File: config.mk
export PLATFORM = sky130hd
export DESIGN_NAME = codec_slot_ctrl
export DESIGN_NICKNAME = d
export VERILOG_FILES = /design/src/rtl/codec_slot_pkg.sv /design/src/rtl/slot_tx_bank.sv /design/src/rtl/slot_xfer_fsm.sv /design/src/rtl/slot_rx_bank.sv /design/src/rtl/codec_slot_ctrl.sv
export SDC_FILE = /design/constraint.sdc
export NUM_CORES = 1
export LEC_CHECK = 0
export CAP_MARGIN = 40
export CORE_MARGIN = 2
export CORE_UTILIZATION = 50
export CTS_BUF_LIST = sky130_fd_sc_hd__clkbuf_16
export DETAILED_ROUTE_END_ITERATION = 6
export PLACE_DENSITY = 0.83
export SETUP_SLACK_MARGIN = 0.3
export SYNTH_ARGS = -nofsm -noshare
export SYNTH_HDL_FRONTEND = slang
export SYNTH_SLANG_ARGS = --single-unit
File: constraint.sdc
create_clock -name clk -period 3.9 [get_ports clk]
set_input_delay 0.39 -clock clk [delete_from_list [all_inputs] [get_ports clk]]
set_output_delay 0.39 -clock clk [all_outputs]
set_load 0.01 [all_outputs]
File: src/rtl/codec_slot_pkg.sv
package codec_slot_pkg;
  typedef enum logic [1:0] {
    SEL_S1TX = 2'd0,
    SEL_S2TX = 2'd1,
    SEL_S1RX = 2'd2,
    SEL_S2RX = 2'd3
  } slot_sel_e;

  typedef enum logic [1:0] {
    ST_IDLE  = 2'd0,
    ST_ISSUE = 2'd1,
    ST_WAIT  = 2'd2
  } xfer_state_e;
endpackage

File: src/rtl/slot_tx_bank.sv
module slot_tx_bank #(
  parameter int SLOT_W = 20
) (
  input  logic              clk,
  input  logic              rst_n,
  input  logic              s1_take,
  input  logic              s2_take,
  input  logic              cmd_accept,
  input  logic [SLOT_W-1:0] wdata,
  output logic [SLOT_W-1:0] s1_word,
  output logic [SLOT_W-1:0] s2_word,
  output logic              s1_empty,
  output logic              s2_empty,
  output logic              s12_empty
);
  always_ff @(posedge clk) begin
    if (!rst_n) begin
      s1_word   <= '0;
      s2_word   <= '0;
      s1_empty  <= 1'b1;
      s2_empty  <= 1'b1;
      s12_empty <= 1'b1;
    end else begin
      if (cmd_accept) begin
        s1_empty  <= 1'b1;
        s2_empty  <= 1'b1;
        s12_empty <= 1'b1;
      end
      if (s1_take) begin
        s1_word   <= wdata;
        s1_empty  <= 1'b0;
        s12_empty <= 1'b0;
      end
      if (s2_take) begin
        s2_word   <= wdata;
        s2_empty  <= 1'b0;
        s12_empty <= 1'b0;
      end
    end
  end


  tx_refill_chk: assert property (@(posedge clk) disable iff (!rst_n)
    cmd_accept && !s2_take |=> s1_empty && s2_empty && s12_empty);


  s2_claim_chk: assert property (@(posedge clk) disable iff (!rst_n)
    s2_take |=> !s2_empty && !s12_empty);
endmodule

File: src/rtl/slot_xfer_fsm.sv
module slot_xfer_fsm
  import codec_slot_pkg::*;
#(
  parameter int SLOT_W = 20,
  parameter int ADDR_W = 7,
  parameter int DATA_W = 16
) (
  input  logic              clk,
  input  logic              rst_n,
  input  logic              launch,
  input  logic [SLOT_W-1:0] launch_word,
  input  logic [SLOT_W-1:0] s2_word,
  output logic              cmd_valid,
  input  logic              cmd_ready,
  output logic              cmd_read,
  output logic [ADDR_W-1:0] cmd_addr,
  output logic [DATA_W-1:0] cmd_data,
  input  logic              rsp_valid,
  output logic              rsp_ready,
  output logic              idle,
  output logic              cmd_accept,
  output logic              rsp_done
);
  localparam int RW_BIT = SLOT_W - 1;

  xfer_state_e state;

  always_ff @(posedge clk) begin
    if (!rst_n) begin
      state    <= ST_IDLE;
      cmd_read <= 1'b0;
      cmd_addr <= '0;
      cmd_data <= '0;
    end else begin
      unique case (state)
        ST_IDLE: if (launch) begin
          state    <= ST_ISSUE;
          cmd_read <= launch_word[RW_BIT];
          cmd_addr <= launch_word[RW_BIT-1 -: ADDR_W];
          cmd_data <= s2_word[SLOT_W-1 -: DATA_W];
        end
        ST_ISSUE: if (cmd_ready) state <= cmd_read ? ST_WAIT : ST_IDLE;
        ST_WAIT:  if (rsp_valid) state <= ST_IDLE;
        default:  state <= ST_IDLE;
      endcase
    end
  end

  assign cmd_valid  = (state == ST_ISSUE);
  assign rsp_ready  = (state == ST_WAIT);
  assign idle       = (state == ST_IDLE);
  assign cmd_accept = cmd_valid && cmd_ready;
  assign rsp_done   = rsp_ready && rsp_valid;


  cmd_hold_chk: assert property (@(posedge clk) disable iff (!rst_n)
    cmd_valid && !cmd_ready |=> cmd_valid && $stable(cmd_read)
      && $stable(cmd_addr) && $stable(cmd_data));


  chan_excl_chk: assert property (@(posedge clk) disable iff (!rst_n)
    !(cmd_valid && rsp_ready));
endmodule

File: src/rtl/slot_rx_bank.sv
module slot_rx_bank #(
  parameter int SLOT_W = 20,
  parameter int DATA_W = 16
) (
  input  logic              clk,
  input  logic              rst_n,
  input  logic              launch_read,
  input  logic              rsp_done,
  input  logic [SLOT_W-1:0] echo_word,
  input  logic [DATA_W-1:0] rsp_data,
  input  logic              clr1,
  input  logic              clr2,
  output logic [SLOT_W-1:0] s1_rx,
  output logic [SLOT_W-1:0] s2_rx,
  output logic              busy,
  output logic              s1_valid,
  output logic              s2_valid
);
  localparam int RW_BIT   = SLOT_W - 1;
  localparam int DATA_LSB = SLOT_W - DATA_W;
  localparam logic [SLOT_W-1:0] RW_MASK = ~(SLOT_W'(1) << RW_BIT);

  always_ff @(posedge clk) begin
    if (!rst_n) begin
      s1_rx    <= '0;
      s2_rx    <= '0;
      busy     <= 1'b0;
      s1_valid <= 1'b0;
      s2_valid <= 1'b0;
    end else begin
      if (launch_read) busy <= 1'b1;
      if (rsp_done) begin
        busy     <= 1'b0;
        s1_rx    <= echo_word & RW_MASK;
        s2_rx    <= {rsp_data, {DATA_LSB{1'b0}}};
        s1_valid <= 1'b1;
        s2_valid <= 1'b1;
      end else begin
        if (clr1) s1_valid <= 1'b0;
        if (clr2) s2_valid <= 1'b0;
      end
    end
  end


  rx_fill_chk: assert property (@(posedge clk) disable iff (!rst_n)
    rsp_done |=> s1_valid && s2_valid && !busy && !s1_rx[RW_BIT]);


  busy_set_chk: assert property (@(posedge clk) disable iff (!rst_n)
    launch_read |=> busy);
endmodule

File: src/rtl/codec_slot_ctrl.sv
module codec_slot_ctrl
  import codec_slot_pkg::*;
#(
  parameter int SLOT_W = 20,
  parameter int ADDR_W = 7,
  parameter int DATA_W = 16
) (
  input  logic              clk,
  input  logic              rst_n,
  input  logic              host_wr,
  input  logic              host_rd,
  input  logic [1:0]        host_sel,
  input  logic [SLOT_W-1:0] host_wdata,
  output logic [SLOT_W-1:0] host_rdata,
  output logic              cmd_valid,
  input  logic              cmd_ready,
  output logic              cmd_read,
  output logic [ADDR_W-1:0] cmd_addr,
  output logic [DATA_W-1:0] cmd_data,
  input  logic              rsp_valid,
  output logic              rsp_ready,
  input  logic [DATA_W-1:0] rsp_data,
  output logic              s1_tx_empty,
  output logic              s2_tx_empty,
  output logic              s12_tx_empty,
  output logic              s1_rx_busy,
  output logic              s2_rx_busy,
  output logic              s1_rx_valid,
  output logic              s2_rx_valid
);
  localparam int RW_BIT = SLOT_W - 1;

  slot_sel_e         sel;
  logic              idle, cmd_accept, rsp_done, s1_take, s2_take, launch_read;
  logic              rx_busy;
  logic [SLOT_W-1:0] s1_word, s2_word, s1_rx, s2_rx;

  assign sel         = slot_sel_e'(host_sel);
  assign s1_take     = host_wr && (sel == SEL_S1TX) && idle;
  assign s2_take     = host_wr && (sel == SEL_S2TX);
  assign launch_read = s1_take && host_wdata[RW_BIT];

  slot_tx_bank #(.SLOT_W(SLOT_W)) u_tx (
    .clk(clk), .rst_n(rst_n), .s1_take(s1_take), .s2_take(s2_take),
    .cmd_accept(cmd_accept), .wdata(host_wdata), .s1_word(s1_word),
    .s2_word(s2_word), .s1_empty(s1_tx_empty), .s2_empty(s2_tx_empty),
    .s12_empty(s12_tx_empty)
  );

  slot_xfer_fsm #(.SLOT_W(SLOT_W), .ADDR_W(ADDR_W), .DATA_W(DATA_W)) u_fsm (
    .clk(clk), .rst_n(rst_n), .launch(s1_take), .launch_word(host_wdata),
    .s2_word(s2_word), .cmd_valid(cmd_valid), .cmd_ready(cmd_ready),
    .cmd_read(cmd_read), .cmd_addr(cmd_addr), .cmd_data(cmd_data),
    .rsp_valid(rsp_valid), .rsp_ready(rsp_ready), .idle(idle),
    .cmd_accept(cmd_accept), .rsp_done(rsp_done)
  );

  slot_rx_bank #(.SLOT_W(SLOT_W), .DATA_W(DATA_W)) u_rx (
    .clk(clk), .rst_n(rst_n), .launch_read(launch_read), .rsp_done(rsp_done),
    .echo_word(s1_word), .rsp_data(rsp_data),
    .clr1(host_rd && (sel == SEL_S1RX)), .clr2(host_rd && (sel == SEL_S2RX)),
    .s1_rx(s1_rx), .s2_rx(s2_rx), .busy(rx_busy),
    .s1_valid(s1_rx_valid), .s2_valid(s2_rx_valid)
  );

  assign s1_rx_busy = rx_busy;
  assign s2_rx_busy = rx_busy;

  always_comb begin
    unique case (sel)
      SEL_S1TX: host_rdata = s1_word;
      SEL_S2TX: host_rdata = s2_word;
      SEL_S1RX: host_rdata = s1_rx;
      default:  host_rdata = s2_rx;
    endcase
  end


  busy_write_drop_chk: assert property (@(posedge clk) disable iff (!rst_n)
    host_wr && (sel == SEL_S1TX) && !idle |=> $stable(s1_word));


  stray_rsp_chk: assert property (@(posedge clk) disable iff (!rst_n)
    rsp_valid && !rsp_ready |=> $stable(s2_rx) && $stable(s1_rx));
endmodule

==> flow_summary_export.csv, run 1 <==
group,metric,value,unit
outcome,status,"complete, no violations",
logic_synthesis,yosys_register_bits,99,
logic_synthesis,synth.yosys.seq_area_share,47.0,%
critical_path,worst_endpoint_data_arrival_time,2340,ps
detailed_routing,avgRoutedWirePerCell,15.5,um
timing,worst_slew_pin_slew,809,ps
place,detailed_place_hpwl,6990,um
logic_synthesis,synth_top_area_share,47.0,%
global_route,first_global_vias,3275,
job,timing.max_cap.violations,0,
critical_path,timing.critical_path.fanout_max,20,
cts,clk_root_buffer_cell,"sky130_fd_sc_hd__clkbuf_16",
final_layout,fin_nets,595,
logic_synthesis,netlist_instances,481,
logic_synthesis,synth_warnings,0,
global_route,leftover_overflow_at_the_end_of_global_routing,0,
critical_path,timing.critical_path.cells,"clkdlybuf4s50_1 > buf_4 > mux4_2 > clkdlybuf4s50_1",
worst_hold_path,hold_path.class,"flop to flop",
logic_synthesis,syn_avg_cell_area,8.77,um^2
timing,max_freq,0.367,GHz
die,dieWidth,95.9,um
power,irDropWorstVdd,208,uV
die,die_height,95.9,um
timing,setup-tns-final,0,ps
detailed_routing,number_of_drc_violations_after_detailed_routing_iteration_0,242,
final_layout,num_antenna_cells,0,
cts,cts_num_sinks,99,
global_route,global_route_wire_length_before_repair,16200,um
timing,final-hold-violation-count,0,
critical_path,worst_stage_delay_on_the_critical_path,730,ps
cts,post_cts_sizing,0,
final_layout,final_cell_area,0.00539,mm^2
place,detailed_place.area,0.00511,mm^2
final_layout,drive_gt1_share,8.09,%
critical_path,required,3510,ps
critical_path,crit_path_frequent_cell,"sky130_fd_sc_hd__clkdlybuf4s50_1",
critical_path,sum_of_buffers_and_inverters_on_the_critical_path,3,
final_layout,layout.core_utilization,65.6,%
global_route,number_of_antenna_violations_at_the_first_check_in_global_routing,0,
die,initial_utilization,51.3,%
global_route,grt_usage,22.9,%
critical_path,timing.critical_path.to_type,"primary output",
die,io_pins,97,
timing,remaining_max_slew_budget_at_the_tightest_pin,46.1,%
cts,path_clk_slew,70,ps
timing,min_period,2730,ps
timing,finalSetupViolCount,0,
power,cellLeakagePower,1.83,nW
cts,cts-buffers-inserted,9,
detailed_routing,via_per_inst,5.34,
detailed_routing,post_detailed_routing_wire_length,10200,um
detailed_routing,drt-pass1-iter-count,6,
final_layout,layout-area-overhead-vs-synth,27.8,%
timing,slew_violations,0,
cts,clock_tree.buffer_depth,2,
critical_path,timing_worst_setup_path_type,"input port to primary output",
logic_synthesis,mappedNetlistArea,0.00422,mm^2
cts,cts-hold-fix-buffers,0,
die,fp-row-count,33,
detailed_routing,post-route-drc-count,0,
place,place.port_buffers,96,
logic_synthesis,synthesis.nets,525,
detailed_routing,drt.antenna.violating_nets,0,
place,gp_routability_congestion,0.788,
logic_synthesis,synth_area_leaders,"sky130_fd_sc_hd__dfxtp_1 (47%), sky130_fd_sc_hd__nand2_1 (17%), sky130_fd_sc_hd__mux2i_1 (9.5%)",
critical_path,path_delay_family,"buffers and inverters",
cts,clock_latency,350,ps
cts,cts_tree,"built",
logic_synthesis,number_of_different_library_cells_in_the_post_synthesis_netlist,27,
power,power_per_cell_area,383,mW/mm^2
cts,cts_setup_buffers,0,
die,placeableCoreArea,0.00822,mm^2
critical_path,crit_path_top_delay_cell,"sky130_fd_sc_hd__clkdlybuf4s50_1",
timing,fin_crit_sh,69.9,%
timing,unrepaired_setup_endpoints_after_global_routing,"false",
global_route,maximum_number_of_pins_on_one_net_before_global_route_repair,76,
critical_path,start_kind,"input port",
die,die-area,0.00919,mm^2
cts,htreeDepth,3,
logic_synthesis,post-synth-top-area-cell,"sky130_fd_sc_hd__dfxtp_1",
detailed_routing,dr_total_vias,3532,
timing,finalClockSkew,6.88,ps
synthesized netlist by cell type:
master	n
sky130_fd_sc_hd__a21oi_1	59
sky130_fd_sc_hd__nand2b_1	1
sky130_fd_sc_hd__nor2b_1	3
sky130_fd_sc_hd__buf_2	11
sky130_fd_sc_hd__buf_12	3
sky130_fd_sc_hd__buf_4	9
sky130_fd_sc_hd__mux2_2	1
sky130_fd_sc_hd__buf_6	1
sky130_fd_sc_hd__nor3_2	1
sky130_fd_sc_hd__nor2_1	3
sky130_fd_sc_hd__nand2_1	187
sky130_fd_sc_hd__clkbuf_1	18
sky130_fd_sc_hd__and3b_2	2
sky130_fd_sc_hd__nor3b_1	2
sky130_fd_sc_hd__o21ai_0	10
sky130_fd_sc_hd__and3b_1	2
sky130_fd_sc_hd__mux2i_1	40
sky130_fd_sc_hd__buf_1	3
sky130_fd_sc_hd__nand3b_1	2
sky130_fd_sc_hd__nand3_1	3
sky130_fd_sc_hd__or3b_1	1
sky130_fd_sc_hd__nand4b_1	1
sky130_fd_sc_hd__dfxtp_1	99
sky130_fd_sc_hd__o21bai_1	1
sky130_fd_sc_hd__nor3_1	2
sky130_fd_sc_hd__mux4_2	15
sky130_fd_sc_hd__clkinv_1	1
cells in the final DEF (no fill, tap or decap), drive strengths merged, types with 4 or more instances in the layout:
cell type / instances
and3b: 4
nand2: 187
mux2i: 40
mux4: 15
dfxtp: 99
buf: 10
a21oi: 59
clkbuf: 9
clkdlybuf4s50: 94
o21ai: 10
layer usage:
metal | part of all wire, % | GRT usage, % | up-vias | routed length (um)
li1 | - | - | 1729 | -
met1 | 45 | 31.6 | 1689 | 4650
met2 | 48 | 36.7 | 106 | 4920
met3 | 5.2 | 4.23 | 8 | 534
met4 | 1.2 | 7.26 | 0 | 126
met5 | 0 | 0 | - | 0
registers in the layout (all words and copies together) (netlist names):
| register | count |
|---|---|
| u_rx.s2_rx | 16 |
| u_fsm.state | 2 |
| u_rx.s1_rx | 19 |
| u_tx.s2_empty | 1 |
| u_tx.s1_empty | 1 |
| u_fsm.cmd_data | 16 |
| u_tx.s2_word | 20 |
| u_rx.s1_valid | 1 |
| u_tx.s1_word | 13 |
| u_rx.s2_valid | 1 |
| u_fsm.cmd_addr | 7 |
| u_rx.busy | 1 |
| u_tx.s12_empty | 1 |
final cells by class:
type                       count  area (um^2)
clock buffer                   9          225
multi-input combinational    336         1970
fill                         675         2830
tap                          105          131
inverter                       1         3.75
timing repair buffer         104         1020
sequential                    99         1980
clock inverter                 7         60.1
stage by stage:
| step | hold slack, ps | cells | setup slack, ps | power [W] |
|---|---|---|---|---|
| finish | 454 | 661 | 1170 | 0.00207 |
| global route | 473 | 661 | 1110 | 0.00213 |
| CTS | 457 | 661 | 1150 | 0.00207 |
| detailed placement | 446 | 645 | 1020 | 0.00124 |
| global placement | 438 | 643 | 1130 | 0.00124 |
| floorplan | 433 | 481 | 2100 | 0.00116 |
tightest hold or removal path: stages, from the launching register on:
cell                      delay [ps]
sky130_fd_sc_hd__dfxtp_1         310
sky130_fd_sc_hd__nand2_1          50
sky130_fd_sc_hd__a21oi_1          50
power breakdown:
part	internal [W]	switching (W)
clock network	0.000442	0.000404
logic	0.0000920	0.0000842
registers	0.00103	0.0000158
logic make-up after synthesis:
group	count (synthesis)	share of synthesized area, %
AND/OR/NAND/NOR	210	20.3
flip-flops	99	47.0
AO/OA/AOI/OAI	70	8.36
multiplexers	56	17.8
buffers and inverters	46	6.55
path summary, 6_finish.rpt:
| kind | start | cells after the start | slack [ps] | to |
|---|---|---|---|---|
| min reg2reg | u_rx.s1_rx[18] | 2 | 450 | u_rx.s1_rx[18] |
| min | u_rx.s1_rx[18] | 2 | 450 | u_rx.s1_rx[18] |
| max reg2reg | u_fsm.state[1] | 5 | 2230 | u_rx.s2_rx[14] |
| max | host_sel[1] | 4 | 1170 | host_rdata[10] |
Power figures use the tool's default switching activity.
==> run 2, diff against run 1 <==
==> constraint.sdc (replaced) <==
create_clock -name clk -period 2.6 [get_ports clk]
set_input_delay 0.26 -clock clk [delete_from_list [all_inputs] [get_ports clk]]
set_output_delay 0.26 -clock clk [all_outputs]
set_load 0.01 [all_outputs]
==> run 2 against run 1 <==
  * Cell count rose by 0.61%
  * Sequential share of layout area fell by 0.28 points
  * Total power rose by 53%
  * Count of clock-buffer cells in the layout did not move
  * First-iteration DRC count rose by 13%
  * Worst hold slack got worse by 140 ps
  * Flip-flop and latch count did not move
  * Setup slack got worse by 740 ps
==> flow_summary_export.csv, run 2 (same netlist as run 1, synthesis figures left out) <==
group,metric,value,unit
critical_path,timing_worst_setup_path_type,"input port to primary output",
final_layout,layout.area.seq,0.00198,mm^2
critical_path,regToRegSetupSlack,1160,ps
final_layout,largest_register,"u_tx.s2_word",
timing,unrepaired_setup_endpoints_after_global_routing,"false",
cts,htreeDepth,3,
cts,clk_root_buffer_cell,"sky130_fd_sc_hd__clkbuf_16",
detailed_routing,post_detailed_routing_wire_length,10900,um
final_layout,largest_registers,"u_tx.s2_word: 20 flops, u_rx.s1_rx: 19 flops",
detailed_routing,via_per_inst,5.36,
power,cellLeakagePower,1.86,nW
cts,cts_num_sinks,99,
final_layout,layout-area-overhead-vs-synth,28.8,%
die,initial_utilization,51.3,%
final_layout,instances_no_fill,665,
detailed_routing,avgRoutedWirePerCell,16.3,um
outcome,status,"complete, no violations",
global_route,global_route_wire_length_before_repair,17300,um
place,dp_cells,649,
critical_path,worst_endpoint_data_arrival_time,1900,ps
final_layout,num_antenna_cells,0,
final_layout,drive_gt1_share,8.75,%
detailed_routing,dr_total_vias,3562,
global_route,maximum_number_of_pins_on_one_net_before_global_route_repair,61,
worst_hold_path,worstHoldStart,"rst_n",
global_route,first_global_vias,3485,
critical_path,worstReg2RegEnd,"u_rx.s1_rx[12]",
job,timing.max_cap.violations,0,
timing,min_period,2160,ps
global_route,grt_use_met1,32.1,%
critical_path,worstRegToRegCells,4,
die,die-area,0.00919,mm^2
final_layout,commonest_non_fill_non_tap_cell_in_the_layout,"sky130_fd_sc_hd__nand2_1",
die,dieWidth,95.9,um
critical_path,r2r-start,"u_fsm.state[0]",
cts,cts_tree,"built",
cts,clock_latency,340,ps
detailed_routing,drt-pass1-iter-count,4,
global_route,leftover_overflow_at_the_end_of_global_routing,0,
place,gp_routability_congestion,0.835,
final_layout,most_used_cells_in_the_layout_excluding_fill_and_tap_cells,"sky130_fd_sc_hd__nand2_1 (187), sky130_fd_sc_hd__dfxtp_1 (99), sky130_fd_sc_hd__clkdlybuf4s50_1 (94)",
critical_path,start_kind,"input port",
critical_path,timing.critical_path.to_type,"primary output",
die,die_height,95.9,um
detailed_routing,drt.antenna.violating_nets,0,
global_route,grt_usage,24.4,%
cts,clock_tree.buffer_depth,2,
cts,post_cts_sizing,0,
place,detailed_place.area,0.00512,mm^2
detailed_routing,post-route-drc-count,0,
timing,final-hold-violation-count,0,
cts,cts-hold-fix-buffers,0,
cts,path_clk_slew,70,ps
power,design_power_total,0.00315,W
worst_hold_path,worstHoldEndpoint,"u_tx.s2_empty",
timing,worst_slew_pin_slew,638,ps
worst_hold_path,timing.hold.worst_path_depth,2,
timing,fin_crit_sh,83.2,%
global_route,met2_usage,40.6,%
cts,cts-buffers-inserted,9,
final_layout,final.fill_count,674,
final_layout,fin_nets,599,
global_route,grt_util_met3,4.23,%
timing,finalSetupViolCount,0,
power,irDropWorstVdd,380,uV
timing,setup-tns-final,0,ps
global_route,number_of_antenna_violations_at_the_first_check_in_global_routing,0,
final_layout,area_used_by_multi_input_combinational_logic,0.00197,mm^2
worst_hold_path,hold_path.class,"input port to flop",
die,fp-row-count,33,
global_route,gr-max-usage-layer,"met2",
power,power_per_cell_area,580,mW/mm^2
final_layout,largest_register_ffs,20,
timing,slew_violations,0,
die,io_pins,97,
place,detailed_place_hpwl,7580,um
die,placeableCoreArea,0.00822,mm^2
timing,finalClockSkew,12.4,ps
cts,cts_setup_buffers,0,
timing,max_freq,0.462,GHz
detailed_routing,number_of_drc_violations_after_detailed_routing_iteration_0,274,
final_layout,final_cell_area,0.00543,mm^2
place,place.port_buffers,96,
critical_path,required,2340,ps
timing,remaining_max_slew_budget_at_the_tightest_pin,57.5,%
critical_path,timing.critical_path.fanout_max,4,
-- run 2: cell count changes in the layout (fill, tap and decap cells not counted) --
cell,previous run,this run
sky130_fd_sc_hd__clkinv_8,0,2
sky130_fd_sc_hd__buf_2,2,1
sky130_fd_sc_hd__inv_6,2,1
sky130_fd_sc_hd__inv_8,1,2
sky130_fd_sc_hd__clkbuf_4,0,1
sky130_fd_sc_hd__buf_4,6,12
sky130_fd_sc_hd__clkinvlp_4,3,1
sky130_fd_sc_hd__buf_8,1,0
sky130_fd_sc_hd__buf_6,1,0
-- run 2: stage by stage --
stage	util, %	setup WS (ps)	hold WS (ps)
global route	66.1	366	327
floorplan	-	1060	396
global placement	62.4	368	438
CTS	66.1	323	306
finish	66.1	437	316
detailed placement	62.4	324	448
-- run 2: critical path, cell delays in order --
cell and delay, ps:
sky130_fd_sc_hd__clkdlybuf4s50_1 510, sky130_fd_sc_hd__nor2b_1 380, sky130_fd_sc_hd__nand2_1 110, sky130_fd_sc_hd__o21ai_0 80, sky130_fd_sc_hd__clkdlybuf4s50_1 560
-- run 2: worst max path at each step --
stage,startpoint,endpoint,slack [ps],cells past startpoint
detailed placement,host_sel[0],host_rdata[14],320,3
finish,host_sel[1],host_rdata[0],440,5
floorplan,host_sel[0],host_rdata[10],1060,3
global route,host_sel[1],host_rdata[3],370,5
CTS,host_sel[0],host_rdata[14],320,3
global placement,host_sel[0],host_rdata[7],370,3
-- run 2: power breakdown --
part / total [W] / internal [W] / leakage, nW / switching, W
sequential: 0.00157 / 0.00154 / 0.801 / 0.0000247
clock: 0.00132 / 0.000684 / 0.146 / 0.000633
combinational: 0.000269 / 0.000141 / 0.918 / 0.000128
total: 0.00315 / 0.00237 / 1.86 / 0.000786
-- run 2: area by class of cell --
cell class / count / area share, %
clock buffers: 9 / 4.15
clock inverters: 7 / 1.47
flip-flops and latches: 99 / 36.5
well taps: 105 / 2.42
repair buffers: 108 / 19.2
multi-input cells: 336 / 36.2
inverters: 1 / 0.0691
-- run 2: routing by layer --
| metal | wire [um] | vias to the layer above |
|---|---|---|
| met5 | 0 | - |
| met4 | 136 | 0 |
| met3 | 679 | 11 |
| met2 | 5360 | 113 |
| met1 | 4690 | 1696 |
| li1 | - | 1742 |
==> run 3, diff against run 2 <==
==> constraint.sdc (replaced) <==
create_clock -name clk -period 2.2 [get_ports clk]
set_input_delay 0.22 -clock clk [delete_from_list [all_inputs] [get_ports clk]]
set_output_delay 0.22 -clock clk [all_outputs]
set_load 0.01 [all_outputs]
==> run 3 against run 2 <==
  * Clock skew fell by 4.9 ps
  * Sequential power rose by 18%
  * Global-route usage decreased by 0.57 points
  * Routed wire length decreased by 2.9%
  * First-iteration DRC count is 15% lower
  * Critical path type is now flop to primary output
  * Critical endpoint is now host_rdata[15]
  * Largest cell class unchanged
  * Highest routed layer unchanged
==> flow_summary_export.csv, run 3 (same netlist as run 1, synthesis figures left out) <==
group,metric,value,unit
detailed_routing,top_layer,"met4",
critical_path,worstRegToRegCells,4,
worst_hold_path,hold_path.class,"input port to flop",
timing,slew_violations,0,
detailed_routing,number_of_drc_violations_after_detailed_routing_iteration_0,232,
global_route,grt_usage,23.8,%
critical_path,timing.critical_path.fanout_max,4,
detailed_routing,via_per_inst,5.44,
critical_path,worst_endpoint_data_arrival_time,1660,ps
cts,clock_tree.buffer_depth,2,
die,initial_utilization,51.3,%
final_layout,layout.area.seq,0.00198,mm^2
cts,cts-hold-fix-buffers,0,
job,timing.max_cap.violations,0,
final_layout,instances_no_fill,665,
critical_path,crit_path_top_delay_cell,"sky130_fd_sc_hd__clkdlybuf4s50_1",
detailed_routing,dr_total_vias,3619,
critical_path,r2r-start,"u_fsm.state[0]",
critical_path,required,1980,ps
detailed_routing,avgRoutedWirePerCell,15.9,um
power,design_power_total,0.00365,W
place,place.port_buffers,96,
final_layout,drive_gt1_share,8.93,%
die,io_pins,97,
timing,remaining_max_slew_budget_at_the_tightest_pin,57.5,%
die,fp-row-count,33,
global_route,first_global_vias,3364,
final_layout,layout.core_utilization,66.5,%
die,die_height,95.9,um
detailed_routing,met3_length,619,um
power,irDropWorstVdd,451,uV
critical_path,worstSetupPathDepth,2,
die,die-area,0.00919,mm^2
place,detailed_place_hpwl,7130,um
final_layout,fin_nets,599,
power,power_per_cell_area,669,mW/mm^2
cts,path_clk_slew,70,ps
global_route,leftover_overflow_at_the_end_of_global_routing,0,
final_layout,most_used_cells_in_the_layout_excluding_fill_and_tap_cells,"sky130_fd_sc_hd__nand2_1 (187), sky130_fd_sc_hd__dfxtp_1 (98), sky130_fd_sc_hd__clkdlybuf4s50_1 (88)",
detailed_routing,post_detailed_routing_wire_length,10600,um
timing,finalSetupViolCount,0,
final_layout,largest_register_ffs,20,
detailed_routing,route.layer.met1.wl,4650,um
final_layout,area_used_by_multi_input_combinational_logic,0.00197,mm^2
critical_path,worstReg2RegEnd,"u_rx.s2_rx[17]",
timing,unrepaired_setup_endpoints_after_global_routing,"false",
final_layout,num_antenna_cells,0,
cts,cts-buffers-inserted,9,
timing,min_period,1880,ps
global_route,maximum_number_of_pins_on_one_net_before_global_route_repair,61,
outcome,status,"complete, no violations",
detailed_routing,drt-pass1-iter-count,4,
cts,cts_num_sinks,99,
timing,final-hold-violation-count,0,
critical_path,path_delay_family,"buffers and inverters",
timing,fin_crit_sh,85.3,%
detailed_routing,route.met2.wl,5200,um
place,dp_cells,648,
final_layout,commonest_non_fill_non_tap_cell_in_the_layout,"sky130_fd_sc_hd__nand2_1",
timing,max_freq,0.533,GHz
detailed_routing,post-route-drc-count,0,
critical_path,worst_stage_delay_on_the_critical_path,490,ps
final_layout,largest_registers,"u_tx.s2_word: 20 flops, u_rx.s1_rx: 19 flops",
critical_path,sum_of_buffers_and_inverters_on_the_critical_path,1,
cts,clock_latency,330,ps
cts,cts_tree,"built",
detailed_routing,drt.antenna.violating_nets,0,
final_layout,largest_register,"u_tx.s2_word",
critical_path,start_kind,"flop",
die,placeableCoreArea,0.00822,mm^2
critical_path,timing.critical_path.cells,"mux4_2 > clkdlybuf4s50_1",
critical_path,timing.critical_path.to_type,"primary output",
power,cellLeakagePower,1.96,nW
critical_path,regToRegSetupSlack,740,ps
timing,finalClockSkew,7.44,ps
cts,clk_root_buffer_cell,"sky130_fd_sc_hd__clkbuf_16",
critical_path,timing_worst_setup_path_type,"flop to primary output",
final_layout,final.fill_count,682,
timing,worst_slew_pin_slew,638,ps
die,dieWidth,95.9,um
global_route,number_of_antenna_violations_at_the_first_check_in_global_routing,0,
critical_path,worstSetupEndpoint,"host_rdata[15]",
cts,htreeDepth,3,
critical_path,crit_start,"u_fsm.cmd_addr[3]",
timing,setup-tns-final,0,ps
place,gp_routability_congestion,0.863,
global_route,global_route_wire_length_before_repair,16800,um
final_layout,layout-area-overhead-vs-synth,29.4,%
==> run 3: timing repair <==
action                     in CTS  in global routing
resized for setup               4                  6
setup endpoints to repair      20                  6
gates cloned                    0                  0
buffers inserted                1                  0
==> run 3: worst min-delay path by stage <==
stage | from | to | slack, ps | cells after the start
6_report | rst_n | u_tx.s2_empty | 210 | 2
5_1_grt | rst_n | u_tx.s2_empty | 220 | 2
4_1_cts | rst_n | u_tx.s2_empty | 200 | 2
3_5_place_dp | u_rx.s2_rx[19] | u_rx.s2_rx[19] | 450 | 2
3_3_place_gp | u_rx.s2_rx[4] | u_rx.s2_rx[4] | 440 | 2
2_1_floorplan | rsp_data[6] | u_rx.s2_rx[10] | 360 | 2
==> run 3: area by class of cell <==
class                           instances  share of cell area [%]
Inverter                                1                  0.0687
Clock inverter                          7                    1.17
Clock buffer                            9                    4.12
Sequential cell                        99                    36.3
Multi-Input combinational cell        336                    36.1
Tap cell                              105                    2.41
Timing Repair Buffer                  108                    19.9
==> run 3: layer usage <==
| metal | vias up | GRT usage, % |
|---|---|---|
| met4 | 0 | 7.02 |
| met1 | 1738 | 32.6 |
| met5 | - | 0 |
| met2 | 130 | 39.2 |
| met3 | 7 | 3.52 |
| li1 | 1744 | - |
==> run 3: through the flow <==
stage / hold WS [ps] / area (um^2) / setup slack [ps]
after CTS: 199 / 5450 / 319
after detailed placement: 447 / 5140 / 123
after global routing: 222 / 5460 / 302
final: 213 / 5460 / 324
after global placement: 439 / 5140 / 180
after floorplan: 356 / 4220 / 738
==> run 3: report_power, final <==
group,switching (W),internal (W),total [W]
Sequential,0.0000292,0.00182,0.00185
Clock,0.000694,0.000786,0.00148
Combinational,0.000151,0.000171,0.000322
Total,0.000874,0.00278,0.00365
